## config.mk

```make
export PLATFORM = sky130hd
export DESIGN_NAME = tput_window_meter
export DESIGN_NICKNAME = d
export VERILOG_FILES = /design/src/rtl/tpm_pkg.sv /design/src/rtl/tpm_event_select.sv /design/src/rtl/tpm_window_timer.sv /design/src/rtl/tpm_accum.sv /design/src/rtl/tput_window_meter.sv
export SDC_FILE = /design/constraint.sdc
export NUM_CORES = 1
export LEC_CHECK = 0
export CORE_UTILIZATION = 60
export DETAILED_ROUTE_END_ITERATION = 8
export DONT_BUFFER_PORTS = 1
export PLACE_DENSITY = 0.76
export SKIP_LAST_GASP = 1
export SLEW_MARGIN = 40
export SYNTH_ARGS = -nofsm -noshare
export SYNTH_HDL_FRONTEND = slang
export SYNTH_HIERARCHICAL = 1
export SYNTH_SLANG_ARGS = --single-unit
```

## constraint.sdc

```tcl
create_clock -name clk -period 9.8 [get_ports clk]
set_input_delay 0.98 -clock clk [delete_from_list [all_inputs] [get_ports clk]]
set_output_delay 0.98 -clock clk [all_outputs]
set_load 0.03 [all_outputs]
```

## src/rtl/tpm_pkg.sv

```systemverilog
// Shared constants for the windowed throughput meter: register addresses,
// control field positions, statistic select codes, and the window code table.
// Assumes the control word is 32 bits wide.
package tpm_pkg;
    localparam int unsigned REG_W   = 32;
    localparam logic [7:0]  ADDR_CTRL = 8'h10;
    localparam logic [7:0]  ADDR_LO   = 8'h14;
    localparam logic [7:0]  ADDR_HI   = 8'h18;
    localparam int unsigned SEL_LSB = 24;
    localparam int unsigned DUR_LSB = 8;
    localparam int unsigned EN_BIT  = 0;
    localparam logic [7:0]  SEL_RX      = 8'h00;
    localparam logic [7:0]  SEL_TX      = 8'h01;
    localparam logic [7:0]  SEL_LP_BASE = 8'h10;

    // Window length in microseconds; zero means manual (open-ended) mode.
    function automatic logic [31:0] dur_code_to_us(input logic [7:0] code);
        case (code)
            8'h01:   return 32'd1000;
            8'h02:   return 32'd10000;
            8'h03:   return 32'd100000;
            8'h04:   return 32'd1000000;
            8'h05:   return 32'd2000000;
            8'h06:   return 32'd4000000;
            8'hFF:   return 32'd4;
            default: return 32'd0;
        endcase
    endfunction
endpackage

```

## src/rtl/tpm_event_select.sv

```systemverilog
// Picks the one-bit event that feeds the accumulator, from the statistic
// select code. Codes that are not defined give a constant zero.
// Assumes NUM_LP is 16 or less, so every state code fits in 0x10..0x1F.
module tpm_event_select
    import tpm_pkg::*;
#(
    parameter int NUM_LP = 4
) (
    input  logic [7:0]        sel,
    input  logic              rx_beat,
    input  logic              tx_beat,
    input  logic [NUM_LP-1:0] lp_state,
    output logic              hit
);
    // Decode the select code into the matching event strobe.
    always_comb begin
        hit = 1'b0;
        if (sel == SEL_RX) hit = rx_beat;
        if (sel == SEL_TX) hit = tx_beat;
        for (int k = 0; k < NUM_LP; k++) begin
            if (sel == SEL_LP_BASE + 8'(k)) hit = lp_state[k];
        end
    end
endmodule

```

## src/rtl/tpm_window_timer.sv

```systemverilog
// Holds the measurement-running flag and, in timed mode, counts the cycles
// left in the window. A start loads the window length from the code table.
// Assumes CYC_PER_US * 4000000 fits in WIN_W bits.
module tpm_window_timer
    import tpm_pkg::*;
#(
    parameter int CYC_PER_US = 500,
    parameter int WIN_W      = 40
) (
    input  logic       clk,
    input  logic       rst_n,
    input  logic       start,
    input  logic       stop,
    input  logic [7:0] dur_code,
    output logic       running,
    output logic       timed
);
    logic [31:0]      win_us;
    logic [WIN_W-1:0] win_len;
    logic [WIN_W-1:0] remaining;

    // Turn the window code into a cycle count.
    always_comb begin
        win_us  = dur_code_to_us(dur_code);
        win_len = WIN_W'(win_us) * WIN_W'(CYC_PER_US);
    end

    // Start, stop and count down the window; close it on the last cycle.
    always_ff @(posedge clk) begin
        if (!rst_n) begin
            running   <= 1'b0;
            timed     <= 1'b0;
            remaining <= '0;
        end else if (start) begin
            running   <= 1'b1;
            timed     <= (win_us != 32'd0);
            remaining <= win_len;
        end else if (stop) begin
            running   <= 1'b0;
        end else if (running && timed) begin
            if (remaining == WIN_W'(1)) running <= 1'b0;
            remaining <= remaining - WIN_W'(1);
        end
    end
endmodule

```

## src/rtl/tpm_accum.sv

```systemverilog
// Wide event accumulator: a clear has priority, then the count goes up by
// one on each increment. Assumes CNT_W is wide enough never to wrap.
module tpm_accum #(
    parameter int CNT_W = 64
) (
    input  logic             clk,
    input  logic             rst_n,
    input  logic             clear,
    input  logic             inc,
    output logic [CNT_W-1:0] value
);
    // Clear on a new measurement, otherwise count qualified events.
    always_ff @(posedge clk) begin
        if (!rst_n)     value <= '0;
        else if (clear) value <= '0;
        else if (inc)   value <= value + CNT_W'(1);
    end
endmodule

```

## src/rtl/tput_window_meter.sv

```systemverilog
// Top of the windowed throughput meter. It decodes the register bus, holds
// the control fields and the low-word shadow, and connects the event
// selector, the window timer and the accumulator.
// Assumes single-cycle bus strobes with read data returned in the same cycle.
module tput_window_meter
    import tpm_pkg::*;
#(
    parameter int ADDR_W     = 8,
    parameter int NUM_LP     = 4,
    parameter int CYC_PER_US = 500,
    parameter int WIN_W      = 40,
    parameter int CNT_W      = 64
) (
    input  logic              clk,
    input  logic              rst_n,
    input  logic              reg_wr,
    input  logic              reg_rd,
    input  logic [ADDR_W-1:0] reg_addr,
    input  logic [31:0]       reg_wdata,
    output logic [31:0]       reg_rdata,
    input  logic              rx_beat,
    input  logic              tx_beat,
    input  logic [NUM_LP-1:0] lp_state
);
    localparam int HALF = CNT_W / 2;

    logic [7:0]       ctrl_sel;
    logic [7:0]       ctrl_dur;
    logic [HALF-1:0]  shadow_lo;
    logic [CNT_W-1:0] acc_value;
    logic             ctrl_wr, meas_start, meas_stop;
    logic             meas_running, meas_timed, ev_hit;
    logic [7:0]       wr_sel, wr_dur;

    // Decode control writes and the fields they carry.
    always_comb begin
        ctrl_wr    = reg_wr && (reg_addr == ADDR_W'(ADDR_CTRL));
        meas_start = ctrl_wr && reg_wdata[EN_BIT];
        meas_stop  = ctrl_wr && !reg_wdata[EN_BIT];
        wr_sel     = reg_wdata[SEL_LSB +: 8];
        wr_dur     = reg_wdata[DUR_LSB +: 8];
    end

    // Hold the statistic select and window code.
    always_ff @(posedge clk) begin
        if (!rst_n) begin
            ctrl_sel <= '0;
            ctrl_dur <= '0;
        end else if (ctrl_wr) begin
            ctrl_sel <= wr_sel;
            ctrl_dur <= wr_dur;
        end
    end

    // Capture the low half when the high half is read.
    always_ff @(posedge clk) begin
        if (!rst_n)
            shadow_lo <= '0;
        else if (reg_rd && reg_addr == ADDR_W'(ADDR_HI))
            shadow_lo <= acc_value[HALF-1:0];
    end

    tpm_event_select #(.NUM_LP(NUM_LP)) i_sel (
        .sel      (ctrl_sel),
        .rx_beat  (rx_beat),
        .tx_beat  (tx_beat),
        .lp_state (lp_state),
        .hit      (ev_hit)
    );

    tpm_window_timer #(.CYC_PER_US(CYC_PER_US), .WIN_W(WIN_W)) i_timer (
        .clk      (clk),
        .rst_n    (rst_n),
        .start    (meas_start),
        .stop     (meas_stop),
        .dur_code (wr_dur),
        .running  (meas_running),
        .timed    (meas_timed)
    );

    tpm_accum #(.CNT_W(CNT_W)) i_acc (
        .clk   (clk),
        .rst_n (rst_n),
        .clear (meas_start),
        .inc   (meas_running && ev_hit),
        .value (acc_value)
    );

    // Return the addressed register; unknown addresses read zero.
    always_comb begin
        reg_rdata = '0;
        if (reg_rd) begin
            if (reg_addr == ADDR_W'(ADDR_CTRL))
                reg_rdata = {ctrl_sel, 8'h00, ctrl_dur, 7'h00, meas_running};
            else if (reg_addr == ADDR_W'(ADDR_HI))
                reg_rdata = acc_value[CNT_W-1:HALF];
            else if (reg_addr == ADDR_W'(ADDR_LO))
                reg_rdata = shadow_lo;
        end
    end
endmodule

```

==> flow_summary.yaml, run 1 <==
placement:
  place.gp.congestion: 0.9495
  post-place-ws_ns: 2.890
  dp_hpwl_mm: 22.08
  placed_area_mm2: 0.01193
  portBuffers: 0
  dp.cells: 1609
critical_path:
  end_kind: "register"
  crit_path_start_kind: "input port"
  crit_path_start: "reg_wdata[13]"
  r2r-start: "ctrl_sel[7]"
  path_class: "in2reg"
  critPathCapture: "i_timer/remaining[29]"
  cp_max_fo: 12
  cp.arrival_ns: 6.79
  r2r_end: "i_acc/value[60]"
  rr_worst_depth: 8
  worstPathRequired_ns: 10.09
  rrSetupSlack_ns: 6.12
clock_tree:
  cts_hold_buf: 0
  clock-sinks: 154
  cts_max_level: 4
  numCtsBuffers: 17
  clk_pin_slew_worst_paths_ns: 0.07
  root_buffer: "clkbuf_16"
  cts_setup_buffers: 0
  cts_tree: "yes"
  clock_latency_ns: 0.43
  cts_buffer_depth: 2
  post_cts_resize_count: 0
logic_synthesis:
  netlist.area_leader.share: 0.2608
  yosysTopAreaCell: "dfxtp_1"
  async_flop_share: 0
  synth_nets: 1591
  yosysWarnings: 6
  ys.flop_type: "dfxtp_1"
  ys_seq_area_frac: 0.2608
  synth-edff-count: 0
  ys_types: 78
  syn_area_mm2: 0.01182
  synth_area_leaders: "dfxtp_1 (26%), fa_1 (10%), ha_1 (7.9%)"
  yosys_register_bits: 154
  syn_inst: 1406
  syn_area_per_cell_um2: 8.407
grt:
  grt_pass1_vias: 9818
  use_met1: 0.3574
  grt_max_degree: 118
  use_met2: 0.5449
  grt_pass1_wl_mm: 48.29
  antenna_found_initial: 0
  overflow: 0
  globalRoute.busiestLayer: "met2"
  grt_use_total: 0.3038
  met3_usage: 0.04408
power_and_ir_drop:
  power.density_mw_per_mm2: 105.2
  ir_drop_mv: 0.09626
  power_leakage_nw: 4.990
die:
  start_util: 0.6215
  dieWidth_um: 142.4
  rows: 50
  core_region_area_mm2: 0.01902
  die-area_mm2: 0.02026
  io-pin-count: 82
  die_height_um: 142.4
cells_and_area:
  nets: 1553
  drive_gt1_frac: 0.06010
  area_delta_synth_final_pct: 5.875
  fin_cells: 1641
  antenna_cells: 0
  final_cell_area_mm2: 0.01251
run:
  drv_cap: 0
sta:
  fin_crit_ns: 6.500
  finalWorstSetupSlack_ns: 3.300
  max_freq_mhz: 153.8
  worst_pin_slew_ns: 0.7161
  slew_viol_final: 0
  finalSetupTns_ns: 0
  hold_viol: 0
  finalSetupViolCount: 0
  rsz0062_at_grt: "false"
  fin_crit_sh: 0.6633
  worst_clock_skew_ns: 0.01246
  maxSlewHeadroom: 0.5226
routing:
  drt_wl_total_mm: 29.66
  post-route-drc-count: 0
  drtIter0Drc: 694
  firstDrtPassIters: 6
  vias: 10060
  viasPerCell: 6.130
  routedWlPerCell_um: 18.08
  drtAntennaViolNets: 0
hold_path:
  hold_path.class: "reg2reg"
outcome:
  status: "completed"
==> cell usage in the layout, fill, tap and decap left out, types with 15 or more instances in the layout <==
| cell | instances |
|---|---|
| ha_1 | 75 |
| mux2i_1 | 68 |
| nor3_1 | 27 |
| nor2_1 | 118 |
| or4_1 | 21 |
| nand3_1 | 46 |
| o21ai_0 | 48 |
| a2bb2oi_1 | 17 |
| clkbuf_16 | 17 |
| dfxtp_1 | 154 |
| xnor2_1 | 44 |
| or3_1 | 30 |
| xor2_1 | 32 |
| a22oi_1 | 15 |
| a21oi_1 | 68 |
| fa_1 | 60 |
| inv_1 | 125 |
| nand2_1 | 158 |
| nand4_1 | 43 |
==> synthesized netlist by cell type (5+ instances only) <==
| cell | n |
|---|---|
| nor2_1 | 118 |
| fa_1 | 60 |
| nand4_1 | 43 |
| o21ai_0 | 48 |
| clkbuf_1 | 47 |
| and2_1 | 9 |
| nand2b_1 | 8 |
| a21o_1 | 14 |
| mux2i_1 | 68 |
| xnor2_1 | 44 |
| o211ai_1 | 10 |
| nor2b_1 | 9 |
| a211oi_1 | 10 |
| and3_1 | 13 |
| inv_1 | 125 |
| buf_6 | 5 |
| nand4b_1 | 5 |
| o31ai_1 | 12 |
| buf_2 | 6 |
| nand2_1 | 158 |
| a2bb2oi_1 | 17 |
| nand3_1 | 46 |
| and4_1 | 7 |
| or3_1 | 31 |
| dfxtp_1 | 154 |
| nor4_1 | 10 |
| ha_1 | 75 |
| a21oi_1 | 69 |
| xor2_1 | 32 |
| nor3_2 | 5 |
| o21a_1 | 5 |
| nor3_1 | 28 |
| or4_1 | 21 |
| a22oi_1 | 15 |
==> sequential cells by signal, summed over array words and instances, names as in the netlist <==
name	cells
i_timer/running	1
i_acc/value	64
i_timer/remaining	40
i_timer/timed	1
shadow_lo	32
ctrl_dur	8
ctrl_sel	8
==> logic make-up (layout without fill, tap and decap cells) <==
family	Yosys count	after routing	share of synthesized area
flops	154	154	0.2608
compound gates	231	231	0.1270
buf+inv	191	166	0.06510
simple gates	548	548	0.2483
fa+ha+maj	135	135	0.1810
xor+xnor	76	76	0.05631
mux	71	71	0.06139
==> area by class of cell <==
cell class	count	area, um^2
clock buffer	18	429.2
clock inverter	14	150.1
fill	1676	6504
inverter	127	476.7
multi-input combinational	1061	7998
sequential	154	3083
tap	260	325.3
timing repair buffer	7	52.55
==> worst min-delay path by stage <==
stage                        from       endpoint  slack, ns  depth (start not counted)
detailed placement    ctrl_dur[3]    ctrl_dur[3]       0.45                          2
global placement    shadow_lo[31]  shadow_lo[31]       0.44                          2
global route         shadow_lo[3]   shadow_lo[3]       0.48                          2
CTS                  shadow_lo[3]   shadow_lo[3]       0.46                          2
finish                ctrl_dur[7]    ctrl_dur[7]       0.46                          2
floorplan             ctrl_dur[0]    ctrl_dur[0]       0.43                          2
==> routing by layer <==
| layer | vias up | wire (um) |
|---|---|---|
| met4 | 0 | 1098 |
| met1 | 4854 | 12280 |
| li1 | 4838 | - |
| met3 | 62 | 1492 |
| met2 | 306 | 14790 |
| met5 | - | 0 |
==> metrics by stage <==
stage,power [mW],util,hold WS [ns]
after global placement,0.6846,0.6257,0.4439
after global routing,1.356,0.6580,0.4787
after detailed placement,0.6854,0.6273,0.4489
after floorplan,0.6852,-,0.4341
after CTS,1.326,0.6578,0.4649
final,1.316,0.6580,0.4618
==> power by group <==
| group | internal [mW] | switching [mW] |
|---|---|---|
| clock | 0.341 | 0.303 |
| combinational | 0.0168 | 0.0285 |
| sequential | 0.626 | 0.000228 |
==> critical path, stage by stage <==
cell and delay (ns):
or4_1 0.54, nor2_1 0.29, nand2_1 0.27, nor2_1 0.49, inv_1 0.25, fa_1 0.52
fa_1 0.55, inv_1 0.06, fa_1 0.52, inv_1 0.06, fa_1 0.50, inv_1 0.04
ha_1 0.43, a21oi_1 0.18, o211ai_1 0.10, a41oi_1 0.34, or3b_2 0.47, o21ai_0 0.09
a211oi_1 0.09
Note: power is estimated with default switching activity, not from simulation.
==> run 2: changes to the inputs <==
- CORE_UTILIZATION: 60 -> 59
- PLACE_DENSITY: 0.76 -> 0.78
- clock period: 9.8 -> 5.7 ns (I/O delays scaled with it)
==> flow_summary.yaml, run 2 (synthesized netlist as in run 1, its figures left out) <==
die:
  io-pin-count: 82
  die_height_um: 143.5
  dieWidth_um: 143.5
  core_region_area_mm2: 0.01953
  die-area_mm2: 0.02060
  start_util: 0.6053
  rows: 51
clock_tree:
  cts_tree: "yes"
  root_buffer: "clkbuf_16"
  clk_pin_slew_worst_paths_ns: 0.07
  cts_setup_buffers: 0
  clock_latency_ns: 0.44
  cts_hold_buf: 0
  post_cts_resize_count: 0
  numCtsBuffers: 17
  clock-sinks: 154
  cts_buffer_depth: 2
  cts_max_level: 4
routing:
  wl_met2_mm: 14.96
  dr.max_layer_used: "met4"
  firstDrtPassIters: 5
  vias: 10420
  drtIter0Drc: 842
  viasPerCell: 6.146
  drtAntennaViolNets: 0
  drt_wl_total_mm: 30.63
  wl_met1_mm: 12.25
  route.met3.wl_mm: 2.135
  routedWlPerCell_um: 18.07
  post-route-drc-count: 0
hold_path:
  hold_depth: 2
  hold_path.class: "in2reg"
grt:
  grt_pass1_vias: 10170
  overflow: 0
  grt_max_degree: 118
  antenna_found_initial: 0
  grt_pass1_wl_mm: 50.11
  grt_use_total: 0.3134
placement:
  place.gp.congestion: 0.9347
  portBuffers: 0
  dp_hpwl_mm: 22.68
cells_and_area:
  top_register: "i_acc/value"
  final_cell_mix: "nand2_1 (158), dfxtp_1 (154), inv_1 (125)"
  area_delta_synth_final_pct: 9.146
  layout_commonest_cell: "nand2_1"
  nets: 1602
  top_regs: "i_acc/value: 64 flops, i_timer/remaining: 40 flops, shadow_lo: 32 flops"
  largest_reg_flops: 64
  fillers: 1620
  antenna_cells: 0
  drive_gt1_frac: 0.09091
  final_util: 0.6607
power_and_ir_drop:
  power_leakage_nw: 5.241
  ir_drop_mv: 0.2012
  sw_frac_of_total: 0.2617
  pwr-share-seq: 0.467
  power.density_mw_per_mm2: 178.5
  clkPwrFrac: 0.496
  pwr-share-comb: 0.037
  p_int_mw: 1.701
  p_sw_mw: 0.6027
run:
  drv_cap: 0
critical_path:
  r2r-start: "ctrl_sel[7]"
  cp_max_fo: 5
  critPathCapture: "i_timer/remaining[23]"
  crit_path_start_kind: "input port"
  rr_worst_depth: 8
  crit_path_start: "reg_wdata[13]"
  path_class: "in2reg"
  worstPathRequired_ns: 6.02
  end_kind: "register"
  cp.arrival_ns: 5.72
  rrSetupSlack_ns: 2.07
  r2r_end: "i_acc/value[56]"
sta:
  fin_crit_ns: 5.399
  fin_hold_ws_ns: 0.2716
  worst_pin_slew_ns: 0.8424
  worst_clock_skew_ns: 0.01352
  maxSlewHeadroom: 0.4332
  finalSetupViolCount: 0
  fin_crit_sh: 0.9473
  hold_viol: 0
  slew_viol_final: 0
  max_freq_mhz: 185.2
  rsz0062_at_grt: "false"
outcome:
  status: "completed"
## run 2: cell count changes in the layout (fill, tap and decap cells not counted), sizes merged
cell,change
buf,+49
clkbuf,-1
clkinv,+4
inv,-3
## run 2: worst min path at each step
stage                              from         endpoint  slack, ns
after detailed placement  shadow_lo[29]    shadow_lo[29]       0.45
after CTS                         rst_n  i_timer/running       0.26
after floorplan             ctrl_dur[0]      ctrl_dur[0]       0.43
final                     reg_wdata[10]      ctrl_dur[2]       0.27
after global placement    shadow_lo[28]    shadow_lo[28]       0.44
after global routing              rst_n  i_timer/running       0.27
## run 2: worst max-delay path, cell delays in order
cell     delay [ns]
or4_1          0.56
or3_1          0.39
or2_1          0.27
inv_1          0.09
nor2_1         0.12
buf_4          0.18
fa_1           0.46
fa_1           0.44
fa_1           0.50
inv_1          0.05
fa_1           0.45
ha_1           0.22
a21oi_1        0.19
o21ai_0        0.14
a31oi_1        0.35
buf_4          0.18
nand3_1        0.12
buf_4          0.17
a32oi_1        0.17
o21ai_0        0.10
## run 2: cell type report
class,count,area (um^2),share of cell area
Multi-Input combinational cell,1061,7988,0.6191
Tap cell,265,331.6,0.02570
Timing Repair Buffer,56,420.4,0.03259
Inverter,127,476.7,0.03695
Clock inverter,15,176.4,0.01367
Sequential cell,154,3083,0.2390
Clock buffer,17,425.4,0.03297
## run 2: through the flow
stage	instance area (um^2)	instances	worst slack (ns)	TNS, ns	total power, mW
floorplan	11820	1406	0.002469	0	1.178
global placement	12280	1661	-0.006201	-0.006201	1.184
detailed placement	12300	1663	-0.04907	-0.08695	1.185
CTS	12900	1695	0.3853	0	2.318
global route	12900	1695	0.08226	0	2.369
finish	12900	1695	0.3007	0	2.303
## run 2: routing by layer
| metal | vias up | global-route usage |
|---|---|---|
| met2 | 410 | 0.5503 |
| met5 | - | 0 |
| met1 | 4968 | 0.3662 |
| li1 | 4950 | - |
| met3 | 89 | 0.06065 |
| met4 | 0 | 0.1489 |
## run 2: power groups by stage
stage | clock network [mW] | registers (mW) | logic [mW]
3_3_place_gp | 0 | 1.10 | 0.0834
5_1_grt | 1.20 | 1.08 | 0.0948
3_5_place_dp | 0 | 1.10 | 0.0847
2_1_floorplan | 0 | 1.10 | 0.0776
4_1_cts | 1.16 | 1.08 | 0.0854
6_report | 1.14 | 1.08 | 0.0856
